$ cat src/rtl/adc_seq_pkg.sv
package adc_seq_pkg;

  typedef struct packed {
    logic       diff;
    logic [2:0] chan;
    logic       bip;
    logic       gain;
    logic       eos;
  } seq_entry_t;

  localparam seq_entry_t ENTRY_DEFAULT = '{diff: 1'b0, chan: 3'd0, bip: 1'b0,
                                          gain: 1'b1, eos: 1'b1};

  function automatic seq_entry_t pack_cfg(input logic d, input logic [2:0] c,
                                          input logic b, input logic g,
                                          input logic e);
    seq_entry_t r;
    r.diff = d;
    r.chan = c;
    r.bip  = b;
    r.gain = g;
    r.eos  = e;
    return r;
  endfunction

endpackage

$ cat src/rtl/adc_seq_mode.sv
module adc_seq_mode (
  input  logic clk,
  input  logic rst_n,
  input  logic mode_m1,
  input  logic mode_m0,
  input  logic wr_n,
  input  logic rd_n,
  input  logic conv_n,
  output logic prog_mode,
  output logic prog_enter,
  output logic prog_exit,
  output logic wr_rise,
  output logic rd_rise,
  output logic conv_fall
);
  logic prog_next;
  logic wr_q, rd_q, conv_q;

  // mode_m0 high always releases; mode_m1 high with mode_m0 low enters; else hold
  always_comb begin
    if (mode_m0)      prog_next = 1'b0;
    else if (mode_m1) prog_next = 1'b1;
    else              prog_next = prog_mode;
  end

  always_ff @(posedge clk or negedge rst_n) begin
    if (!rst_n) begin
      prog_mode <= 1'b0;
      wr_q      <= 1'b1;
      rd_q      <= 1'b1;
      conv_q    <= 1'b1;
    end else begin
      prog_mode <= prog_next;
      wr_q      <= wr_n;
      rd_q      <= rd_n;
      conv_q    <= conv_n;
    end
  end

  assign prog_enter = !prog_mode && prog_next;
  assign prog_exit  = prog_mode && !prog_next;
  assign wr_rise    = prog_mode && wr_n && !wr_q;
  assign rd_rise    = prog_mode && rd_n && !rd_q;
  assign conv_fall  = !prog_mode && !conv_n && conv_q;
endmodule

$ cat src/rtl/adc_seq_loc.sv
module adc_seq_loc #(
  parameter int DEPTH = 16,
  localparam int LOC_W = $clog2(DEPTH)
) (
  input  logic             clk,
  input  logic             rst_n,
  input  logic             prog_enter,
  input  logic             prog_exit,
  input  logic             wr_rise,
  input  logic             rd_rise,
  input  logic             conv_fall,
  input  logic             cur_eos,
  output logic [LOC_W-1:0] loc
);
  localparam logic [LOC_W-1:0] LAST = LOC_W'(DEPTH - 1);

  function automatic logic [LOC_W-1:0] step(input logic [LOC_W-1:0] l);
    return (l == LAST) ? '0 : l + 1'b1;
  endfunction

  function automatic logic [LOC_W-1:0] run_step(input logic [LOC_W-1:0] l,
                                                input logic eos);
    return eos ? '0 : step(l);
  endfunction

  always_ff @(posedge clk or negedge rst_n) begin
    if (!rst_n)                      loc <= '0;
    else if (prog_enter || prog_exit) loc <= '0;
    else if (wr_rise || rd_rise)      loc <= step(loc);
    else if (conv_fall)               loc <= run_step(loc, cur_eos);
  end
endmodule

$ cat src/rtl/adc_seq_store.sv
module adc_seq_store
  import adc_seq_pkg::*;
#(
  parameter int DEPTH = 16,
  localparam int LOC_W = $clog2(DEPTH)
) (
  input  logic             clk,
  input  logic             rst_n,
  input  logic             store_en,
  input  logic [LOC_W-1:0] loc,
  input  seq_entry_t       wr_entry,
  output seq_entry_t       rd_entry
);
  seq_entry_t slots [DEPTH];

  for (genvar i = 0; i < DEPTH; i++) begin : g_slot
    always_ff @(posedge clk or negedge rst_n) begin
      if (!rst_n)                                slots[i] <= ENTRY_DEFAULT;
      else if (store_en && loc == LOC_W'(i))     slots[i] <= wr_entry;
    end
  end

  assign rd_entry = slots[loc];
endmodule

$ cat src/rtl/adc_seq_mem.sv
module adc_seq_mem
  import adc_seq_pkg::*;
#(
  parameter int DEPTH = 16,
  localparam int LOC_W = $clog2(DEPTH)
) (
  input  logic             clk,
  input  logic             rst_n,
  input  logic             mode_m1,
  input  logic             mode_m0,
  input  logic             wr_n,
  input  logic             rd_n,
  input  logic             conv_n,
  input  logic             cfg_diff,
  input  logic [2:0]       cfg_chan,
  input  logic             cfg_bip,
  input  logic             cfg_gain,
  input  logic             cfg_eos,
  output logic [6:0]       next_entry,
  output logic [6:0]       bus_data,
  output logic             bus_oe,
  output logic             busy_n,
  output logic [LOC_W-1:0] loc_o
);
  logic       prog_mode, prog_enter, prog_exit;
  logic       wr_rise, rd_rise, conv_fall;
  seq_entry_t cfg_word, stored;
  logic [LOC_W-1:0] loc;

  assign cfg_word = pack_cfg(cfg_diff, cfg_chan, cfg_bip, cfg_gain, cfg_eos);

  adc_seq_mode u_mode (
    .clk(clk), .rst_n(rst_n), .mode_m1(mode_m1), .mode_m0(mode_m0),
    .wr_n(wr_n), .rd_n(rd_n), .conv_n(conv_n),
    .prog_mode(prog_mode), .prog_enter(prog_enter), .prog_exit(prog_exit),
    .wr_rise(wr_rise), .rd_rise(rd_rise), .conv_fall(conv_fall)
  );

  adc_seq_loc #(.DEPTH(DEPTH)) u_loc (
    .clk(clk), .rst_n(rst_n), .prog_enter(prog_enter), .prog_exit(prog_exit),
    .wr_rise(wr_rise), .rd_rise(rd_rise), .conv_fall(conv_fall),
    .cur_eos(stored.eos), .loc(loc)
  );

  adc_seq_store #(.DEPTH(DEPTH)) u_store (
    .clk(clk), .rst_n(rst_n), .store_en(wr_rise), .loc(loc),
    .wr_entry(cfg_word), .rd_entry(stored)
  );

  // write phase has precedence over read phase on the shared bus
  always_comb begin
    bus_oe   = prog_mode && (!wr_n || !rd_n);
    bus_data = '0;
    if (prog_mode && !wr_n)      bus_data = cfg_word;
    else if (prog_mode && !rd_n) bus_data = stored;
  end

  assign next_entry = stored;
  assign busy_n     = !prog_mode;
  assign loc_o      = loc;
endmodule

$ cat config.mk
export PLATFORM = sky130hd
export DESIGN_NAME = adc_seq_mem
export DESIGN_NICKNAME = d
export VERILOG_FILES = /design/src/rtl/adc_seq_pkg.sv /design/src/rtl/adc_seq_mode.sv /design/src/rtl/adc_seq_loc.sv /design/src/rtl/adc_seq_store.sv /design/src/rtl/adc_seq_mem.sv
export SDC_FILE = /design/constraint.sdc
export NUM_CORES = 1
export LEC_CHECK = 0
export BUFFER_PORTS_ARGS = -buffer_cell sky130_fd_sc_hd__buf_2
export CAP_MARGIN = 25
export CORE_MARGIN = 2
export CORE_UTILIZATION = 25
export DETAILED_ROUTE_END_ITERATION = 8
export PLACE_DENSITY = 0.43
export SYNTH_ARGS = -nofsm -noshare
export SYNTH_HDL_FRONTEND = slang
export SYNTH_SLANG_ARGS = --single-unit
$ cat constraint.sdc
create_clock -name clk -period 3.7 [get_ports clk]
set_clock_uncertainty 0.2 [all_clocks]
set_input_delay 0.74 -clock clk [delete_from_list [all_inputs] [get_ports clk]]
set_output_delay 0.74 -clock clk [all_outputs]
set_load 0.01 [all_outputs]
Yosys cells after proc, flatten, opt, wreduce, memory -nomap -nowiden
Index checks and enable logic that the tools add are counted.
- register bits after elaboration: 120
- bits of input ports: 14
- output and inout bits: 20
- logic and storage cells: 154
- add/sub/neg operators: 1
- $lt $le $gt $ge: 1
- equal/unequal tests: 15
- mux-type cells: 12
- bitwise logic cells: 1
- reduce and logical (&&, ||, !) cells: 39
- operator list (cell ; count):
    == test 4 bit, second input constant ; 8
    binary-select mux 7 bit (select 4 bit) ; 1
    two-way mux 7 bit ; 4
    logical AND 1 bit ; 27
    two-way mux 4 bit ; 5
    == test 4 x 3 -> 1 bit, second input constant ; 4
    == test 4 x 2 -> 1 bit, second input constant ; 2
    zero test 1 bit ; 7
    greater-or-equal comparator 5 bit, second input constant ; 1
    NOT 4 -> 5 bit ; 1
    adder 4 x 1 -> 4 bit, second input constant ; 1
    == test 4 x 1 -> 1 bit, second input constant ; 1
    zero test 4 bit ; 1
    logical OR 1 bit ; 3
    nonzero test 3 bit ; 1
    two-way mux 1 bit ; 2

Logic depth before layout (Yosys ltp)
- word-level depth: 8
- mapped depth: 7
- mapped depth without buffers: 5

Modules after synthesis
Synthesis repeated with hierarchy kept, for this count alone.
- cells, all modules: 373
- area, all modules: 5705.5 µm²
- modules (own cells, without submodules) (module ; instances ; cells each ; area each (µm²) ; sequential area each (µm²)):
    adc_seq_store ; 1 ; 323 ; 5153.7 ; 2842.7
    adc_seq_loc ; 1 ; 26 ; 249.0 ; 100.1
    adc_seq_mode ; 1 ; 10 ; 153.9 ; 103.8
    adc_seq_mem ; 1 ; 14 ; 148.9 ; 0.0

Worst setup path after synthesis
Ideal clock, no wire load.
- kind: register -> output
- from: register u_loc.loc[0]
- to: output port bus_data[2]
- arrival: 1.921 ns
- data required time: 2.760 ns
- setup slack: 0.839 ns
- cell stages (with the launch flop): 7
- path buffers: 2
- cell sequence: dfrtp_1 > buf_2 > buf_2 > mux4_2 > a22o_1 > a21oi_1 > o21ai_0
- longest elaborated chain between the ends: 6
- RTL lines (item ; line ; text):
    start, declared ; adc_seq_loc.sv:13 ; output logic [LOC_W-1:0] loc
    start signal, assigned ; adc_seq_loc.sv:29 ; else if (wr_rise || rd_rise) loc <= step(loc);
    start signal, assigned ; adc_seq_loc.sv:30 ; else if (conv_fall) loc <= run_step(loc, cur_eos);
    NOT 4 -> 5 bit (implied by the code) ; adc_seq_store.sv:23 ; assign rd_entry = slots[loc];
    binary-select mux 7 bit (select 4 bit) ; adc_seq_store.sv:23 ;
    two-way mux 7 bit (implied by the code) (2 in series) ; adc_seq_store.sv:23 ;
    two-way mux 7 bit ; adc_seq_mem.sv:55 ; else if (prog_mode && !rd_n) bus_data = stored;
    two-way mux 7 bit ; adc_seq_mem.sv:54 ; if (prog_mode && !wr_n) bus_data = cfg_word;
    end, declared ; adc_seq_mem.sv:20 ; output logic [6:0] bus_data,
Every way passes these cells. The select of a mux whose other input is x is not followed.

Worst setup path in the final report
- from: register u_loc.loc[1]
- to: output port bus_data[3]
The elaborated chain is that of the path after synthesis.

==> results.sh <==
export IMPL_synth_area_sq_mm=0.00583
export IMPL_core_sq_mm=0.0228
export IMPL_final_util=0.309
export IMPL_syn_inst=392
export IMPL_synth_edf_count=0
export IMPL_path_max_fanout=22
export IMPL_gp_congestion=0.760
export IMPL_layout_common_cells="113 x mux2_2, 84 x dfrtp_1, 35 x dfstp_2, 32 x buf_2, 20 x mux4_2"
export IMPL_route_detailed_drc=0
export IMPL_yosysWarnings=0
export IMPL_initial_core_util=0.256
export IMPL_nFillCells=2262
export IMPL_clk_latency_ps=410
export IMPL_floorplan_rows=55
export IMPL_via_count=3512
export IMPL_path_clk_slew_ps=50
export IMPL_arrival_ps=2620
export IMPL_cts_hold_buf=0
export IMPL_tightest_slew_ps=874
export IMPL_critical_path_class="flip-flop to primary output"
export IMPL_hp_class="primary input to async pin"
export IMPL_cts_sinks=120
export IMPL_wl_per_cell_um=19.5
export IMPL_hold_violations=0
export IMPL_clockBufferDepth=2
export IMPL_powerDensity_mw_per_mm2=570
export IMPL_syn_avg_cell_area_sq_um=14.9
export IMPL_finalSetupTns_ps=0
export IMPL_final_common_cell="mux2_2"
export IMPL_grt_first_pass_wirelength_um=23300
export IMPL_fin_nets=457
export IMPL_first_global_vias=3772
export IMPL_cts_root_buffer="clkbuf_16"
export IMPL_die_height_um=157
export IMPL_htree_levels=4
export IMPL_cp_required_ps=2760
export IMPL_io_buffers=33
export IMPL_worstSetupStartpointType="flip-flop"
export IMPL_dpl_hpwl_um=10000
export IMPL_finalSetupViolCount=0
export IMPL_ys_seq_area_frac=0.523
export IMPL_critPathCaptureType="primary output"
export IMPL_yosys_cell_types_count=37
export IMPL_grt_total_usage=0.131
export IMPL_drt_total_wl_um=14900
export IMPL_cts_buffers_inserted=17
export IMPL_drive_above_1_share=0.593
export IMPL_min_period_over_period=0.962
export IMPL_vdd_drop_max_mv=0.213
export IMPL_synth_seq_cells=120
export IMPL_synth_top_area_frac=0.365
export IMPL_status="completed"
export IMPL_die_area_sq_mm=0.0245
export IMPL_die_w_um=157
export IMPL_max_freq_mhz=281
export IMPL_antenna_found_initial=0
export IMPL_ant_nets=0
export IMPL_slew_viol_final=0
export IMPL_synth_ff_type="dfrtp_1"
export IMPL_min_period_ps=3560
export IMPL_p_leak_uw=0.00307
export IMPL_antenna_cells=0
export IMPL_max_slew_margin=0.417
export IMPL_area_delta_synth_final_pct=20.7
export IMPL_cts_tree="yes"
export IMPL_synth_nets=410
export IMPL_async_reset_ff_frac=1.00
export IMPL_ios=34
export IMPL_first_pass_iters=4
export IMPL_rsz0062_at_grt="false"
export IMPL_drt_first_iter_violations=159
export IMPL_synth_area_leader_cell="dfrtp_1"
export IMPL_drv_cap=0
export IMPL_via_per_inst=4.59
export IMPL_synth_area_top_cells="dfrtp_1 37%, mux2_2 22%, dfstp_2 16%"
export IMPL_hold_slack_ps=239
export IMPL_grt_overflow=0
export IMPL_grt_max_degree=64
## critical path, cell delays in order (launching register included)
cell	delay (ps)
dfrtp_4	690
buf_4	230
buf_4	190
mux4_2	330
a22o_1	220
a21oi_1	220
o21ai_0	160
buf_2	160
## per-layer routing
layer	GRT usage	vias up	wire length (um)
li1	-	1565	-
met1	0.178	1872	7310
met2	0.204	66	6920
met5	0	-	0
met3	0.0349	9	502
met4	0.0419	0	169
## synth_stat cells, drive strengths merged (4+ instances only)
cell type and n:
a21oi 11, mux4 28, dfrtp 85, ha 4
nor2 20, mux2 114, nand3 5, clkbuf 14
nand2 9, nand2b 5, o21ai 10, dfstp 35
inv 4, mux2i 19, buf 8, a22o 6
## logic make-up after synthesis
| logic type | share of synthesized area |
|---|---|
| muxes | 0.369 |
| adders and majority gates | 0.00859 |
| buffers and inverters | 0.0195 |
| DFF | 0.523 |
| and+or+nand+nor | 0.0445 |
| AOI/OAI and AO/OA | 0.0352 |
## registers in the layout, indices dropped and copies added, names as in the netlist
signal and count:
u_mode.wr_q 1, u_store.slots 112, u_mode.rd_q 1, u_loc.loc 4
u_mode.prog_mode 1, u_mode.conv_q 1
## through the flow
step | setup WS [ps] | power (uW) | area [sq um] | instances
finish | 141 | 4010 | 7030 | 765
global route | 36.2 | 4210 | 7030 | 765
CTS | 92.4 | 4070 | 7030 | 765
detailed placement | 371 | 2350 | 6410 | 733
global placement | 372 | 2340 | 6410 | 733
floorplan | 839 | 2090 | 5830 | 392
## power by group
group / internal, uW / leakage, uW / total, uW / switching [uW]
clock network: 1080 / 0.000297 / 1690 / 610
logic: 376 / 0.00125 / 739 / 363
registers: 1480 / 0.00152 / 1580 / 95.9
## final cells by class
cell class                 instances  area, sq um  share of cell area
sequential                       120         3050               0.434
clock inverter                    14          173              0.0246
multi-input combinational        246         2670               0.379
inverter                           4         15.0             0.00214
clock buffer                      18          439              0.0625
timing repair buffer              50          295              0.0420
tap                              313          392              0.0557
## worst paths after layout
kind	from	endpoint	slack, ps	cells after the start
worst min-delay path	rst_n	u_store.slots[109]$_DFFE_PN0P_	240	1
worst min register to register	u_store.slots[107]$_DFFE_PN0P_	u_store.slots[107]$_DFFE_PN0P_	300	1
min in group clk	conv_n	u_mode.conv_q$_DFF_PN1_	240	1
worst max-delay path	u_loc.loc[1]$_DFFE_PN0P_	bus_data[3]	140	7
max in group asynchronous	rst_n	u_store.slots[92]$_DFFE_PN1P_	2150	2
worst max register to register	u_loc.loc[0]$_DFFE_PN0P_	u_store.slots[97]$_DFFE_PN0P_	1050	6
## timing repair
| item | CTS | global route |
|---|---|---|
| resized for setup | 1 | 0 |
| endpoints found under the setup margin | 2 | 0 |
| setup buffers | 0 | 0 |
Power figures use the tool's default switching activity.
